===== src/rtl/twt_pkg.sv =====
package twt_pkg;

  // fault kinds, also the bit positions in the flag vector
  localparam int NKIND           = 8;
  localparam int K_SCL_HI        = 0;
  localparam int K_SCL_LO        = 1;
  localparam int K_START_HOLD    = 2;
  localparam int K_RESTART_SETUP = 3;
  localparam int K_DATA_SETUP    = 4;
  localparam int K_STOP_SETUP    = 5;
  localparam int K_IDLE_GAP      = 6;
  localparam int K_PERIOD        = 7;

  // elapsed-time counters, one per reference event
  localparam int NTIMER = 4;
  localparam int T_RISE = 0;
  localparam int T_FALL = 1;
  localparam int T_SDA  = 2;
  localparam int T_COND = 3;

  // minimum interval in nanoseconds for a kind and table
  function automatic longint unsigned min_ns(input int kind, input logic fast);
    case (kind)
      K_SCL_HI:        return fast ? 64'd600  : 64'd4000;
      K_SCL_LO:        return fast ? 64'd1200 : 64'd4700;
      K_START_HOLD:    return fast ? 64'd600  : 64'd4000;
      K_RESTART_SETUP: return fast ? 64'd600  : 64'd4700;
      K_DATA_SETUP:    return fast ? 64'd100  : 64'd250;
      K_STOP_SETUP:    return fast ? 64'd600  : 64'd4700;
      K_IDLE_GAP:      return fast ? 64'd1200 : 64'd4700;
      default:         return fast ? 64'd2500 : 64'd10000;
    endcase
  endfunction

  // round-up conversion of nanoseconds to system-clock cycles
  function automatic int unsigned ns_to_cycles(input longint unsigned ns,
                                               input longint unsigned clk_hz);
    return 32'((ns * clk_hz + 64'd999_999_999) / 64'd1_000_000_000);
  endfunction

endpackage


===== src/rtl/twt_sync.sv =====
module twt_sync #(
  parameter int W = 2
) (
  input  logic         clk,
  input  logic         rst_n,
  input  logic [W-1:0] d,
  output logic [W-1:0] q,
  output logic [W-1:0] q_prev
);
  logic [W-1:0] meta;

  // idle bus level is high, so everything resets to ones
  always_ff @(posedge clk or negedge rst_n) begin
    if (!rst_n) begin
      meta   <= '1;
      q      <= '1;
      q_prev <= '1;
    end else begin
      meta   <= d;
      q      <= meta;
      q_prev <= q;
    end
  end
endmodule


===== src/rtl/twt_elapsed.sv =====
module twt_elapsed #(
  parameter int W = 11
) (
  input  logic         clk,
  input  logic         rst_n,
  input  logic         restart,
  output logic [W-1:0] count
);
  // count = cycles since the last restart; saturated means "long ago"
  always_ff @(posedge clk or negedge rst_n) begin
    if (!rst_n)            count <= '1;
    else if (restart)      count <= W'(1);
    else if (count != '1)  count <= count + W'(1);
  end
endmodule


===== src/rtl/twt_tally.sv =====
module twt_tally #(
  parameter int K  = 8,
  parameter int CW = 16
) (
  input  logic          clk,
  input  logic          rst_n,
  input  logic          clear,
  input  logic [K-1:0]  new_viol,
  output logic [K-1:0]  flags,
  output logic [CW-1:0] count
);
  localparam int SW = CW + 1;

  logic [SW-1:0] sum;
  logic [CW-1:0] base;

  always_comb begin
    base = clear ? '0 : count;
    sum  = {1'b0, base} + SW'($countones(new_viol));
  end

  always_ff @(posedge clk or negedge rst_n) begin
    if (!rst_n) begin
      flags <= '0;
      count <= '0;
    end else begin
      flags <= (clear ? '0 : flags) | new_viol;
      count <= sum[CW] ? '1 : sum[CW-1:0];
    end
  end
endmodule


===== src/rtl/bus_timing_watch.sv =====
module bus_timing_watch
  import twt_pkg::*;
#(
  parameter longint unsigned CLK_HZ = 100_000_000,
  parameter int              CNT_W  = 16
) (
  input  logic             clk,
  input  logic             rst_n,
  input  logic             scl_in,
  input  logic             sda_in,
  input  logic             fast_mode,
  input  logic             clear,
  output logic [NKIND-1:0] viol_flags,
  output logic [CNT_W-1:0] viol_count
);
  localparam int unsigned LIM_MAX = ns_to_cycles(min_ns(K_PERIOD, 1'b0), CLK_HZ);
  localparam int          TW      = $clog2(LIM_MAX + 1) + 1;

  // synchronised lines: bit 1 clock, bit 0 data
  logic [1:0] line_now, line_prev;
  twt_sync #(.W(2)) u_sync (
    .clk    (clk),
    .rst_n  (rst_n),
    .d      ({scl_in, sda_in}),
    .q      (line_now),
    .q_prev (line_prev)
  );

  // named bus events
  logic scl_rise, scl_fall, sda_edge, scl_steady_hi, start_ev, stop_ev;
  always_comb begin
    scl_rise      = line_now[1] & ~line_prev[1];
    scl_fall      = ~line_now[1] & line_prev[1];
    sda_edge      = line_now[0] ^ line_prev[0];
    scl_steady_hi = line_now[1] & line_prev[1];
    start_ev      = scl_steady_hi & ~line_now[0] & line_prev[0];
    stop_ev       = scl_steady_hi & line_now[0] & ~line_prev[0];
  end

  // per-kind limit, chosen from the two tables
  logic [TW-1:0] lim [NKIND];
  for (genvar k = 0; k < NKIND; k++) begin : g_lim
    localparam int unsigned LF = ns_to_cycles(min_ns(k, 1'b1), CLK_HZ);
    localparam int unsigned LS = ns_to_cycles(min_ns(k, 1'b0), CLK_HZ);
    assign lim[k] = fast_mode ? TW'(LF) : TW'(LS);
  end

  // elapsed-time counters
  logic [NTIMER-1:0] restart;
  logic [TW-1:0]     since [NTIMER];
  always_comb begin
    restart         = '0;
    restart[T_RISE] = scl_rise;
    restart[T_FALL] = scl_fall;
    restart[T_SDA]  = sda_edge;
    restart[T_COND] = start_ev | stop_ev;
  end

  for (genvar t = 0; t < NTIMER; t++) begin : g_timer
    twt_elapsed #(.W(TW)) u_el (
      .clk     (clk),
      .rst_n   (rst_n),
      .restart (restart[t]),
      .count   (since[t])
    );
  end

  // bus state: busy between start and stop, hold pending until first clock fall
  logic busy, hold_pend;
  always_ff @(posedge clk or negedge rst_n) begin
    if (!rst_n) begin
      busy      <= 1'b0;
      hold_pend <= 1'b0;
    end else begin
      if (start_ev)     busy <= 1'b1;
      else if (stop_ev) busy <= 1'b0;
      if (start_ev)                  hold_pend <= 1'b1;
      else if (stop_ev || scl_fall)  hold_pend <= 1'b0;
    end
  end

  // fault detection
  logic [NKIND-1:0] new_viol;
  always_comb begin
    new_viol                  = '0;
    new_viol[K_SCL_HI]        = scl_fall & (since[T_RISE] < lim[K_SCL_HI]);
    new_viol[K_SCL_LO]        = scl_rise & (since[T_FALL] < lim[K_SCL_LO]);
    new_viol[K_START_HOLD]    = scl_fall & hold_pend & (since[T_COND] < lim[K_START_HOLD]);
    new_viol[K_RESTART_SETUP] = start_ev & busy & (since[T_RISE] < lim[K_RESTART_SETUP]);
    new_viol[K_DATA_SETUP]    = scl_rise & busy & (since[T_SDA] < lim[K_DATA_SETUP]);
    new_viol[K_STOP_SETUP]    = stop_ev & (since[T_RISE] < lim[K_STOP_SETUP]);
    new_viol[K_IDLE_GAP]      = start_ev & ~busy & (since[T_COND] < lim[K_IDLE_GAP]);
    new_viol[K_PERIOD]        = scl_rise & (since[T_RISE] < lim[K_PERIOD]);
  end

  twt_tally #(.K(NKIND), .CW(CNT_W)) u_tally (
    .clk      (clk),
    .rst_n    (rst_n),
    .clear    (clear),
    .new_viol (new_viol),
    .flags    (viol_flags),
    .count    (viol_count)
  );
endmodule


===== config.mk =====
export PLATFORM = sky130hd
export DESIGN_NAME = bus_timing_watch
export DESIGN_NICKNAME = d
export VERILOG_FILES = /design/src/rtl/twt_pkg.sv /design/src/rtl/twt_sync.sv /design/src/rtl/twt_elapsed.sv /design/src/rtl/twt_tally.sv /design/src/rtl/bus_timing_watch.sv
export SDC_FILE = /design/constraint.sdc
export NUM_CORES = 1
export LEC_CHECK = 0
export BUFFER_PORTS_ARGS = -buffer_cell sky130_fd_sc_hd__buf_2
export CELL_PAD_IN_SITES_DETAIL_PLACEMENT = 0
export CELL_PAD_IN_SITES_GLOBAL_PLACEMENT = 1
export CORE_ASPECT_RATIO = 0.75
export CORE_MARGIN = 2
export CORE_UTILIZATION = 24
export DETAILED_ROUTE_END_ITERATION = 10
export PLACE_DENSITY_LB_ADDON = 0.1
export RECOVER_POWER = 25
export SYNTH_ARGS = -nofsm -noshare
export SYNTH_HDL_FRONTEND = slang
export SYNTH_SLANG_ARGS = --single-unit
export TNS_END_PERCENT = 10

===== constraint.sdc =====
create_clock -name clk -period 5.3 [get_ports clk]
set_input_delay 1.06 -clock clk [delete_from_list [all_inputs] [get_ports clk]]
set_output_delay 1.06 -clock clk [all_outputs]
set_load 0.03 [all_outputs]

==> metrics.log <==
[metrics] half-perimeter wire length after detailed placement: 8.155 mm
[metrics] total power: 1.749 mW
[metrics] number of DRC markers after the initial detailed-route iteration: 170
[metrics] Critical R2R Capture: u_tally.count[5]
[metrics] type of origin of the critical path: input port
[metrics] core outline area: 18350 µm²
[metrics] area enclosed by the die boundary: 19750 µm²
[metrics] Synth Net Count: 496
[metrics] storage element area: 1964 µm²
[metrics] hold-fix buffers at CTS: 0
[metrics] leading cell type in the layout, fill and taps excluded: nor2_1
[metrics] clock transition time at the flip-flop clock pins of the worst setup and hold paths: roughly 60 ps
[metrics] number of antenna-violating nets in the routed design: 0
[metrics] Layout Nets: 558
[metrics] type of destination of the critical path: register
[metrics] layout-stage area growth over the synthesis result: 24.77%
[metrics] DR top layer: met4
[metrics] residual overflow from global routing: 0
[metrics] post-route clock skew: 6.472 ps
[metrics] Initial Utilization: roughly a quarter
[metrics] wirelength, routed: between 10 and 15 mm
[metrics] Synth Instances: 452
[metrics] final hold violation count: 0
[metrics] final setup fails: 0
[metrics] post-layout instance count excluding filler cells: 766
[metrics] clock tree from TritonCTS: yes
[metrics] critical path, cell by cell: buf_8 > buf_6 > buf_6 > ha_2 > a2111o_1 > a21oi_2 > nor3b_4 > ha_1 > inv_2 > fa_1 > fa_1 > fa_2 > inv_2 > fa_2 > a21o_1 > a21oi_2 > or3_4 > or3_4 > o21ai_1
[metrics] clock insertion delay at the later pin of the skew report: ~340 ps
[metrics] worst-path cell with the longest stage delay: fa_1
[metrics] final count of pins violating max slew: 0
[metrics] CP arrival: 5390 ps
[metrics] area taken by multi-input logic gates: 2571 µm²
[metrics] first-pass GRT wire length: 18.84 mm
[metrics] pwr/cell area: 313.6 nW/µm²
[metrics] Clock H-tree levels: 3
[metrics] vias per inst: between 4 and 5
[metrics] critical path fanouts, max: 7
[metrics] worst-margin pin slew: 1009 ps
[metrics] Critical R2R Launch: g_timer[3].u_el.count[2]
[metrics] residual DRC count: 0
[metrics] path depth of the worst reg2reg path: 18
[metrics] final worst path period share: 96.58%
[metrics] DIE WIDTH: approximately 160 µm
[metrics] Worst Setup SP: fast_mode
[metrics] number of max-capacitance violations reported: 0
[metrics] met2 wirelength from detailed routing: 5.045 mm
[metrics] routability congestion estimate from global placement: 0.7226
[metrics] startpoint of the tightest hold check path: u_sync.meta[1]
[metrics] Synth Register Bits: 76
[metrics] outcome: complete, no violations
[metrics] number of filler cells placed in the layout: 1952
[metrics] fraction of layout cells with a size suffix above 1: 31.98%
[metrics] wire length per cell after detailed routing: 15.06 µm
[metrics] P_leak: 2.310 nW
[metrics] number of distinct library cells after synthesis: 54
[metrics] total track usage: 12.33%
[metrics] clock buffers created by TritonCTS: 9
[metrics] antenna cells: 0
[metrics] crit-path max cell delay: ~510 ps
[metrics] I/O Pins: 30
[metrics] met3 wirelength from detailed routing: 300 µm
[metrics] Netlist Area Pre-Place: ~4500 µm²
[metrics] antenna violations before repair: 0
[metrics] path category of the worst min-delay check: register to register
[metrics] ys async rst share: 100.0%
[metrics] clock root buffer master: clkbuf_16
[metrics] time the final worst path needs with I/O delays and setup: 5119 ps
[metrics] DRT Pass-1 Iters: 4
[metrics] number of placed cells counting well taps: between 700 and 800
[metrics] setup repair after global routing missed its margin: yes
[metrics] worst setup path category: input port to register
[metrics] clock net sink count: 76
[metrics] IO buf count: 29
[metrics] Post-synth EDFFs: 0
[metrics] sequential fraction of the synthesis area: 43.94%
[metrics] maximum number of pins on one net before global-route repair: 77
[metrics] Setup crit end: u_tally.count[5]
[metrics] worst vdd rail ir drop: 0.0001227 V
[metrics] Yosys warnings: 0
[metrics] worst setup slack for register-to-register paths: 600 ps
[metrics] vias: about 3500
[metrics] floorplan row count: 43
[metrics] Data required, critical path: ~5600 ps
[metrics] commonest cells after routing, fill and taps aside: 58 x nor2_1, 49 x dfstp_2, 36 x nand2_1
[metrics] CTS max path bufs: 2
[metrics] relative slew slack: 32.71%
[metrics] predominant post-synthesis flop cell: dfstp_2
[metrics] Die Y-Extent: 122.2 µm
[metrics] met1 layer wirelength in the final routing: slightly above 6 mm
[metrics] Synth Area per Inst: around 10 µm²
[metrics] Fmax achieved: 195.4 MHz
[metrics] number of global-route vias before repair: 3448
[how the worst min path moves through the flow]
| stage | end | cells past startpoint |
|---|---|---|
| 2_1_floorplan | u_sync.q[0] | 0 |
| 3_3_place_gp | u_sync.q[0] | 0 |
| 3_5_place_dp | u_sync.q[1] | 0 |
| 4_1_cts | u_sync.q[1] | 0 |
| 5_1_grt | u_sync.q[1] | 0 |
| 6_report | u_sync.q[1] | 0 |
[through the flow]
stage	setup WS, ps	setup TNS [ps]	util (%)	cell area [µm²]	hold slack, ps
2_1_floorplan	18.20	0	-	4511	345.2
3_3_place_gp	-410.7	-5897	27.77	5095	347.5
3_5_place_dp	-464.5	-6451	27.77	5095	347.6
4_1_cts	2.953	0	29.31	5378	357.1
5_1_grt	-20.84	-42.22	30.40	5578	358.3
6_report	181.3	0	30.40	5578	356.2
[flip-flops by register name (all words and copies together) (netlist names)]
register and cells:
g_timer.u_el.count 44, u_tally.count 16, u_tally.flags 8, u_sync.meta 2, u_sync.q 2, u_sync.q_prev 2, busy 1, hold_pend 1
[power breakdown]
group	internal [mW]	total, mW	switching, mW	leakage, nW
logic	0.165	0.370	0.206	1.31
clock network	0.329	0.587	0.258	0.138
registers	0.690	0.792	0.101	0.864
[layout make-up]
cell class                      instances  share of cell area [%]
Sequential cell                        76                   35.22
Clock buffer                           10                   4.284
Clock inverter                          6                  0.7178
Inverter                               20                   1.413
Timing Repair Buffer                   56                   6.729
Tap cell                              247                   5.541
Multi-Input combinational cell        351                   46.10
[cells by family after synthesis]
group                    share of synthesized area [%]
AO/OA/AOI/OAI                                    13.66
XOR/XNOR                                         6.857
adder cells (fa/ha/maj)                          11.64
buffers and inverters                            2.351
flip-flops                                       43.94
multiplexers                                    0.8956
AND/OR/NAND/NOR                                  20.65
[metal layers]
| layer | vias up | GRT usage [%] |
|---|---|---|
| met5 | - | 0 |
| met4 | 0 | 3.348 |
| met3 | 9 | 3.235 |
| met1 | 1717 | 17.95 |
| met2 | 28 | 17.95 |
| li1 | 1740 | - |
[synthesized netlist by cell type, drive strengths merged, types with 2 or more instances]
cell,n,area [µm²]
o2111ai,3,26.28
o211ai,5,37.54
nand4b,2,17.52
or3,4,35.03
nand2,40,160.2
a21oi,17,88.84
xor2,18,157.7
nand4,6,37.54
clkbuf,5,18.77
a31oi,8,50.05
o31ai,3,22.52
nand3b,2,15.01
inv,20,75.07
nand2b,9,56.30
o21ai,26,152.6
or2,2,12.52
ha,32,400.4
dfrtp,26,650.6
o21bai,2,15.01
nor3b,2,15.01
nor3,15,75.07
dfstp,50,1314
a211oi,6,45.04
nor2,58,217.7
a21o,9,67.56
mux2i,4,40.04
nor2b,6,37.54
fa,6,120.1
a41oi,2,17.52
xnor2,17,148.9
nand3,19,95.09
nor4,9,77.57
and3,5,31.28
[critical path: cells and delay by family]
| kind | cells | cell delay (ps) |
|---|---|---|
| buf+inv | 5 | 460 |
| compound gates | 5 | 890 |
| simple gates | 3 | 1070 |
| fa+ha+maj | 6 | 1910 |
[timing repair]
| item | CTS | global route |
|---|---|---|
| cloned | 0 | 1 |
| pin swaps | 1 | 21 |
| gates resized for setup | 1 | 33 |
| hold endpoints to repair | 0 | 0 |
| endpoints found under the setup margin | 14 | 16 |
| buffers inserted | 0 | 6 |
Note: power is estimated with default switching activity, not from simulation.
